File: src/rtl/pred_branch_pkg.sv
package pred_branch_pkg;
  localparam int XLEN       = 32;
  localparam int OFF_W      = 21;
  localparam int NUM_PRED   = 5;
  localparam int SEL_W      = 3;
  localparam int WORD_SHIFT = 2;

  // Selector code 0 means unpredicated; codes 1..NUM_PRED pick a register.
  localparam logic [SEL_W-1:0] SEL_NONE = '0;

  // Strobes from control to datapath.
  typedef struct packed {
    logic commit;
    logic take;
    logic useAbs;
  } peStrobe_t;
endpackage

File: src/rtl/pred_branch_ctrl.sv
module pred_branch_ctrl
  import pred_branch_pkg::*;
#(
  parameter int P_XLEN     = XLEN,
  parameter int P_NUM_PRED = NUM_PRED,
  parameter int P_SEL_W    = SEL_W
) (
  input  logic                                issueValid,
  input  logic [P_SEL_W-1:0]                  predSel,
  input  logic                                predInv,
  input  logic [P_NUM_PRED-1:0][P_XLEN-1:0]   predRegs,
  input  logic                                brReq,
  input  logic                                brAbs,
  input  logic                                brSide,
  output peStrobe_t                           strobe
);
  logic [P_NUM_PRED-1:0] regNonZero;
  logic predOk;
  logic rejectAbs;

  for (genvar i = 0; i < P_NUM_PRED; i++) begin : g_sense
    assign regNonZero[i] = |predRegs[i];
  end

  always_comb begin
    predOk = 1'b0;
    if (predSel == SEL_NONE[P_SEL_W-1:0]) begin
      predOk = 1'b1;
    end else begin
      for (int i = 0; i < P_NUM_PRED; i++) begin
        if (predSel == P_SEL_W'(i + 1)) predOk = regNonZero[i] ^ predInv;
      end
    end
  end

  // Absolute form is only legal on the side-2 unit.
  assign rejectAbs = brReq && brAbs && !brSide;

  always_comb begin
    strobe.commit = issueValid && predOk && !rejectAbs;
    strobe.take   = strobe.commit && brReq;
    strobe.useAbs = brAbs;
  end
endmodule

File: src/rtl/pred_branch_dp.sv
module pred_branch_dp
  import pred_branch_pkg::*;
#(
  parameter int P_XLEN       = XLEN,
  parameter int P_OFF_W      = OFF_W,
  parameter int P_WORD_SHIFT = WORD_SHIFT
) (
  input  logic                 clk,
  input  logic                 rstN,
  input  peStrobe_t            strobe,
  input  logic [P_XLEN-1:0]    pc,
  input  logic [P_OFF_W-1:0]   brOffset,
  input  logic [P_XLEN-1:0]    brRegVal,
  output logic                 commitEn,
  output logic                 brTaken,
  output logic [P_XLEN-1:0]    nextPc
);
  localparam int EXT_W = P_XLEN - P_OFF_W - P_WORD_SHIFT;
  localparam logic [P_XLEN-1:0] STEP = P_XLEN'(1) << P_WORD_SHIFT;

  logic [P_XLEN-1:0] seqPc;
  logic [P_XLEN-1:0] relOfs;
  logic [P_XLEN-1:0] relTarget;
  logic [P_XLEN-1:0] pcNext;

  assign seqPc     = pc + STEP;
  assign relOfs    = {{EXT_W{brOffset[P_OFF_W-1]}}, brOffset, {P_WORD_SHIFT{1'b0}}};
  assign relTarget = pc + relOfs;

  always_comb begin
    if (!strobe.take)      pcNext = seqPc;
    else if (strobe.useAbs) pcNext = brRegVal;
    else                   pcNext = relTarget;
  end

  always_ff @(posedge clk or negedge rstN) begin
    if (!rstN) begin
      commitEn <= 1'b0;
      brTaken  <= 1'b0;
      nextPc   <= '0;
    end else begin
      commitEn <= strobe.commit;
      brTaken  <= strobe.take;
      nextPc   <= pcNext;
    end
  end
endmodule

File: src/rtl/pred_branch_unit.sv
module pred_branch_unit
  import pred_branch_pkg::*;
#(
  parameter int P_XLEN  = XLEN,
  parameter int P_OFF_W = OFF_W,
  parameter int P_SEL_W = SEL_W
) (
  input  logic               clk,
  input  logic               rstN,
  input  logic               issueValid,
  input  logic [P_SEL_W-1:0] predSel,
  input  logic               predInv,
  input  logic [P_XLEN-1:0]  predA1,
  input  logic [P_XLEN-1:0]  predA2,
  input  logic [P_XLEN-1:0]  predB0,
  input  logic [P_XLEN-1:0]  predB1,
  input  logic [P_XLEN-1:0]  predB2,
  input  logic [P_XLEN-1:0]  pc,
  input  logic               brReq,
  input  logic               brAbs,
  input  logic               brSide,
  input  logic [P_OFF_W-1:0] brOffset,
  input  logic [P_XLEN-1:0]  brRegVal,
  output logic               commitEn,
  output logic               brTaken,
  output logic [P_XLEN-1:0]  nextPc
);
  logic [NUM_PRED-1:0][P_XLEN-1:0] predRegs;
  peStrobe_t strobe;

  // Entry i serves selector code i+1.
  assign predRegs = {predB2, predB1, predB0, predA2, predA1};

  pred_branch_ctrl #(
    .P_XLEN(P_XLEN), .P_NUM_PRED(NUM_PRED), .P_SEL_W(P_SEL_W)
  ) u_ctrl (
    .issueValid(issueValid), .predSel(predSel), .predInv(predInv),
    .predRegs(predRegs), .brReq(brReq), .brAbs(brAbs), .brSide(brSide),
    .strobe(strobe)
  );

  pred_branch_dp #(
    .P_XLEN(P_XLEN), .P_OFF_W(P_OFF_W), .P_WORD_SHIFT(WORD_SHIFT)
  ) u_dp (
    .clk(clk), .rstN(rstN), .strobe(strobe), .pc(pc),
    .brOffset(brOffset), .brRegVal(brRegVal),
    .commitEn(commitEn), .brTaken(brTaken), .nextPc(nextPc)
  );
endmodule

File: config.mk
export PLATFORM = sky130hd
export DESIGN_NAME = pred_branch_unit
export DESIGN_NICKNAME = d
export VERILOG_FILES = /design/src/rtl/pred_branch_pkg.sv /design/src/rtl/pred_branch_ctrl.sv /design/src/rtl/pred_branch_dp.sv /design/src/rtl/pred_branch_unit.sv
export SDC_FILE = /design/constraint.sdc
export NUM_CORES = 1
export LEC_CHECK = 0
export ABC_AREA = 1
export BUFFER_PORTS_ARGS = -buffer_cell sky130_fd_sc_hd__buf_4
export CAP_MARGIN = 15
export CORE_AREA = 3 3 111 113
export CTS_CLUSTER_DIAMETER = 100
export DETAILED_ROUTE_END_ITERATION = 12
export DIE_AREA = 0 0 114 116
export PLACE_DENSITY = 0.83
export SETUP_SLACK_MARGIN = 0.02
export SYNTH_ARGS = -nofsm -noshare
export SYNTH_HDL_FRONTEND = slang
export SYNTH_SLANG_ARGS = --single-unit
File: constraint.sdc
create_clock -name clk -period 0.9 [get_ports clk]
set_input_delay 0.045 -clock clk [delete_from_list [all_inputs] [get_ports clk]]
set_output_delay 0.045 -clock clk [all_outputs]
set_load 0.01 [all_outputs]
==> flow_summary.toml, run 1 <==
[timing]
postGrtWorstEndpoint = "u_dp.nextPc[22]$_DFF_PN0_/D"
worst_endpoint_kind = "register data pin"

[floorplanning]
dieWidth_um = 114
io_pins = 289
dieHeight_um = 116
initial_core_util_pct = 47.0
rows = 39

[place]
routabilityCongestion = 1.03
place_ws_ns = -0.987
dp_hpwl_mm = 22.7
port_buffers = 288

[logic_synthesis]
synth_mux_area_share_pct = 0
synth_top_family_by_area = "simple AND/OR/NAND/NOR gates"
synth_compound_area_share_pct = 4.57
syn_area_per_cell_um2 = 5.40
ys_warn_count = 0
syn_nets = 1279
synth_xor_area_share_pct = 6.04
synth-seq-area-share_pct = 15.9
synth_fa_ha_area_share_pct = 7.37
netlist_area_um2 = 5360
ys_ff_latch = 34
synth_cells = 993
yosysUniqueCellTypes = 37
synth-simple-area-share_pct = 55.9

[clock_tree]
cts_max_level = 2
clkSinkCount = 34
clock-root-buffer = "clkbuf_16"
numCtsBuffers = 5
clockBufferDepth = 2

[status]
haltStage = "global routing (5_1_grt)"
status = "did not finish"
error = "[ERROR GRT-0232] Routing congestion too high. Check the congestion heatmap in the GUI."

[grt]
gr-total-overflow = 9
globalRouteTotalUtil_pct = 70.2
grt_max_degree = 40
[synth_stat cells (all sizes together)]
master / n / area share (%)
a211oi: 1 / 0.14
nor2: 167 / 12
dfrtp: 34 / 16
xnor2: 15 / 2.5
nand3: 65 / 6.4
or2: 1 / 0.12
xor2: 22 / 3.6
nor4: 3 / 0.63
o21ai: 16 / 1.5
buf: 10 / 1.3
a21o: 3 / 0.42
and2: 4 / 0.47
nand3b: 6 / 0.84
fa: 1 / 0.37
a21oi: 18 / 1.9
clkbuf: 8 / 0.56
clkinv: 1 / 0.070
a31oi: 3 / 0.35
o21bai: 2 / 0.28
nor3: 14 / 1.5
ha: 30 / 7.0
inv: 118 / 8.3
nand2: 402 / 28
nand4: 49 / 5.7
[metal layers]
metal | track usage [%] | overflow
met2 | 92.9 | 6
met3 | 48.4 | 0
met1 | 69.2 | 0
met5 | 10.4 | 0
met4 | 73.0 | 3
[cell families after synthesis]
kind of cell | count (synthesis)
AND/OR/NAND/NOR | 711
flip-flops | 34
AO/OA/AOI/OAI | 43
adder cells (fa/ha/maj) | 31
XOR/XNOR | 37
buffers and inverters | 137
[what timing repair did]
| item | in CTS |
|---|---|
| hold endpoints to repair | 35 |
| resized for setup | 155 |
| hold buffers | 2 |
| setup buffers | 9 |
| endpoints found under the setup margin | 35 |
| cloned | 3 |
| pin swaps | 76 |
[stage by stage]
stage,area (um2),cells,TNS [ns],utilization [%]
after detailed placement,9150,1553,-31.16,80.1
after CTS,10000,1572,-16.15,87.7
after global placement,9150,1553,-27.32,80.1
after floorplan,5800,993,-14.92,-
==> run 2: changes to the inputs <==
--- a/config.mk
+++ b/config.mk
@@ -8,12 +8,10 @@
 export ABC_AREA = 1
 export BUFFER_PORTS_ARGS = -buffer_cell sky130_fd_sc_hd__buf_4
 export CAP_MARGIN = 15
-export CORE_AREA = 3 3 111 113
-export CTS_CLUSTER_DIAMETER = 100
+export CORE_MARGIN = 3
+export CORE_UTILIZATION = 40
 export DETAILED_ROUTE_END_ITERATION = 12
-export DIE_AREA = 0 0 114 116
-export PLACE_DENSITY = 0.83
-export SETUP_SLACK_MARGIN = 0.02
+export PLACE_DENSITY_LB_ADDON = 0.15
 export SYNTH_ARGS = -nofsm -noshare
 export SYNTH_HDL_FRONTEND = slang
 export SYNTH_SLANG_ARGS = --single-unit
==> flow_summary.toml, run 2 <==
[setup_path]
crit_path_end_kind = "flip-flop"
arrival_ns = 1.73
critPathLaunchType = "input pin"
crit_type = "input pin to flip-flop"
cp.required_ns = 1.06
path_max_fanout = 5

[drt]
drc = 0
vias = 8427
vias_per_cell = 5.26
finalWirelength_mm = 28.2
routedWlPerCell_um = 17.6
first_pass_iters = 7
ant_nets = 0
dr.first_iter.drc_count = 773

[layout]
mostFrequentLayoutCells = "buf_4 (400), nand2_1 (323), nor2_1 (116)"
fin_nets = 1715
postLayoutCoreUtil_pct = 80.3
largest_reg_flops = 32
layout-drive-gt1-share_pct = 45.7
top_regs = "u_dp.nextPc x32, u_dp.brTaken x1, u_dp.commitEn x1"
syn_to_final_growth_pct = 92.7
regMostFlops = "u_dp.nextPc"
antenna_cells = 0
fin_area_um2 = 10300
layout_commonest_cell = "buf_4"

[timing]
fin_crit_ns = 1.56
rsz0062_at_grt = "true"
finalCritPeriodShare_pct = 174
slew_headroom_pct = 71.2
clock.fmax_mhz = 639
setup_slack_ns = -0.665
hold-worst-slack_ns = -0.00699
setup_violations = 35
finalHoldViolations = 1
maxSlewViolCount = 0
worst_pin_slew_ns = 0.432
fin_setup_tns_ns = -20.97

[logic_synthesis]
syn_nets = 1279
ys_warn_count = 0
netlist_area_um2 = 5360
syn_area_per_cell_um2 = 5.40
synth_top_cell_by_area = "nand2_1"
yosysMostFrequentCell = "nand2_1"
synth_top_area_share_pct = 28.0
ys_ff_latch = 34
yosysUniqueCellTypes = 37
async_flop_share_pct = 100
synth_common_cells = "nand2_1 (400), nor2_1 (162), inv_1 (117)"
synth-seq-area-share_pct = 15.9
synth_edf_count = 0
ys.flop_type = "dfrtp_1"
yosys-top-cells-area = "nand2_1 (28%), dfrtp_1 (16%), nor2_1 (11%), inv_1 (8.2%), ha_1 (7.0%)"
synth_cells = 993

[grt]
grt_max_degree = 40
antenna_found_initial = 0
grt_first_pass_wirelength_mm = 40.6
grt_pass1_vias = 8122
gr-total-overflow = 0
globalRouteTotalUtil_pct = 34.6

[place]
dp_hpwl_mm = 21.0
routabilityCongestion = 1.06
port_buffers = 288
place_area_um2 = 9130

[floorplanning]
rows = 41
initial_core_util_pct = 41.6
dieHeight_um = 122
core_area_um2 = 12900
dieArea_um2 = 14800
dieWidth_um = 122
io_pins = 289

[clock_tree]
clkSlewWorstSetupHoldPaths_ns = 0.06
numCtsBuffers = 5
clkSinkCount = 34
cts_tree = "built"
cts_max_level = 2
clock-root-buffer = "clkbuf_16"
clockBufferDepth = 2

[status]
status = "finished with violations"
violations = "hold timing, setup timing"

[power]
pwr_density_cell_nw_per_um2 = 865
p_leak_uw = 0.00539
total_power_uw = 8940
peakVddDrop_uv = 872

[min_path]
holdCritPathClass = "input pin to flip-flop"

[flow_run]
maxCapViolCount = 0
[run 2: cell counts after synthesis]
Identical to the previous run, type by type.
[run 2: area by class of cell]
| type | count | area, um2 |
|---|---|---|
| Multi-Input combinational cell | 822 | 5000 |
| Sequential cell | 34 | 851 |
| Timing Repair Buffer | 447 | 3650 |
| Tap cell | 172 | 215 |
| Inverter | 119 | 449 |
| Clock inverter | 2 | 37.5 |
| Clock buffer | 6 | 129 |
| Fill cell | 917 | 2540 |
[run 2: repair_timing]
action	in CTS	in global routing
setup endpoints to repair	34	34
pin swaps	60	42
gates cloned	5	1
endpoints found under the hold margin	35	0
setup buffers	14	1
hold buffers	2	0
resized for setup	133	95
[run 2: layer usage]
| metal | GRT usage, % | vias up | wire length [um] | part of all wire, % |
|---|---|---|---|---|
| li1 | - | 4010 | - | - |
| met1 | 43.8 | 3861 | 10900 | 39 |
| met2 | 60.1 | 479 | 13800 | 49 |
| met3 | 6.27 | 77 | 2610 | 9.3 |
| met4 | 10.5 | 0 | 903 | 3.2 |
| met5 | 0 | - | 0 | 0 |
[run 2: stage by stage]
step	std cells	setup WS, ns
after floorplan	993	-0.526
after global placement	1574	-0.947
after detailed placement	1574	-0.964
after CTS	1601	-0.577
after global routing	1602	-0.765
final	1602	-0.665
[run 2: kinds of logic after synthesis]
family / Yosys count / synth area share, %
AO/OA/AOI/OAI: 43 / 4.57
AND/OR/NAND/NOR: 711 / 55.9
flip-flops: 34 / 15.9
XOR/XNOR: 37 / 6.04
adder cells (fa/ha/maj): 31 / 7.37
buffers and inverters: 137 / 10.2
[run 2: final timing paths]
check / endpoint / slack, ns / cells past startpoint / from
setup / recovery: u_dp.nextPc[6]$_DFF_PN0_ / -0.66 / 15 / predA2[8]
hold / removal: u_dp.nextPc[1]$_DFF_PN0_ / -0.007 / 3 / pc[1]
max in group asynchronous: u_dp.nextPc[16]$_DFF_PN0_ / 0.33 / 2 / rstN
min in group asynchronous: u_dp.nextPc[29]$_DFF_PN0_ / 0.25 / 2 / rstN
[run 2: power by group]
| part | internal [uW] | switching [uW] |
|---|---|---|
| sequential | 1660 | 52.1 |
| clock | 1310 | 639 |
| combinational | 2630 | 2650 |
| total | 5600 | 3340 |
[run 2: worst max-delay path, stage by stage]
cell,delay [ns]
buf_6,0.10
nor2_4,0.09
nand2_1,0.06
nor2_1,0.14
nand2_1,0.10
o21ai_1,0.13
nand2_1,0.09
nand2_2,0.11
nand2_4,0.07
a21oi_4,0.20
nand3_4,0.15
buf_12,0.18
buf_8,0.14
nand2_2,0.06
nand2_1,0.06
(Power assumes the default switching activity.)
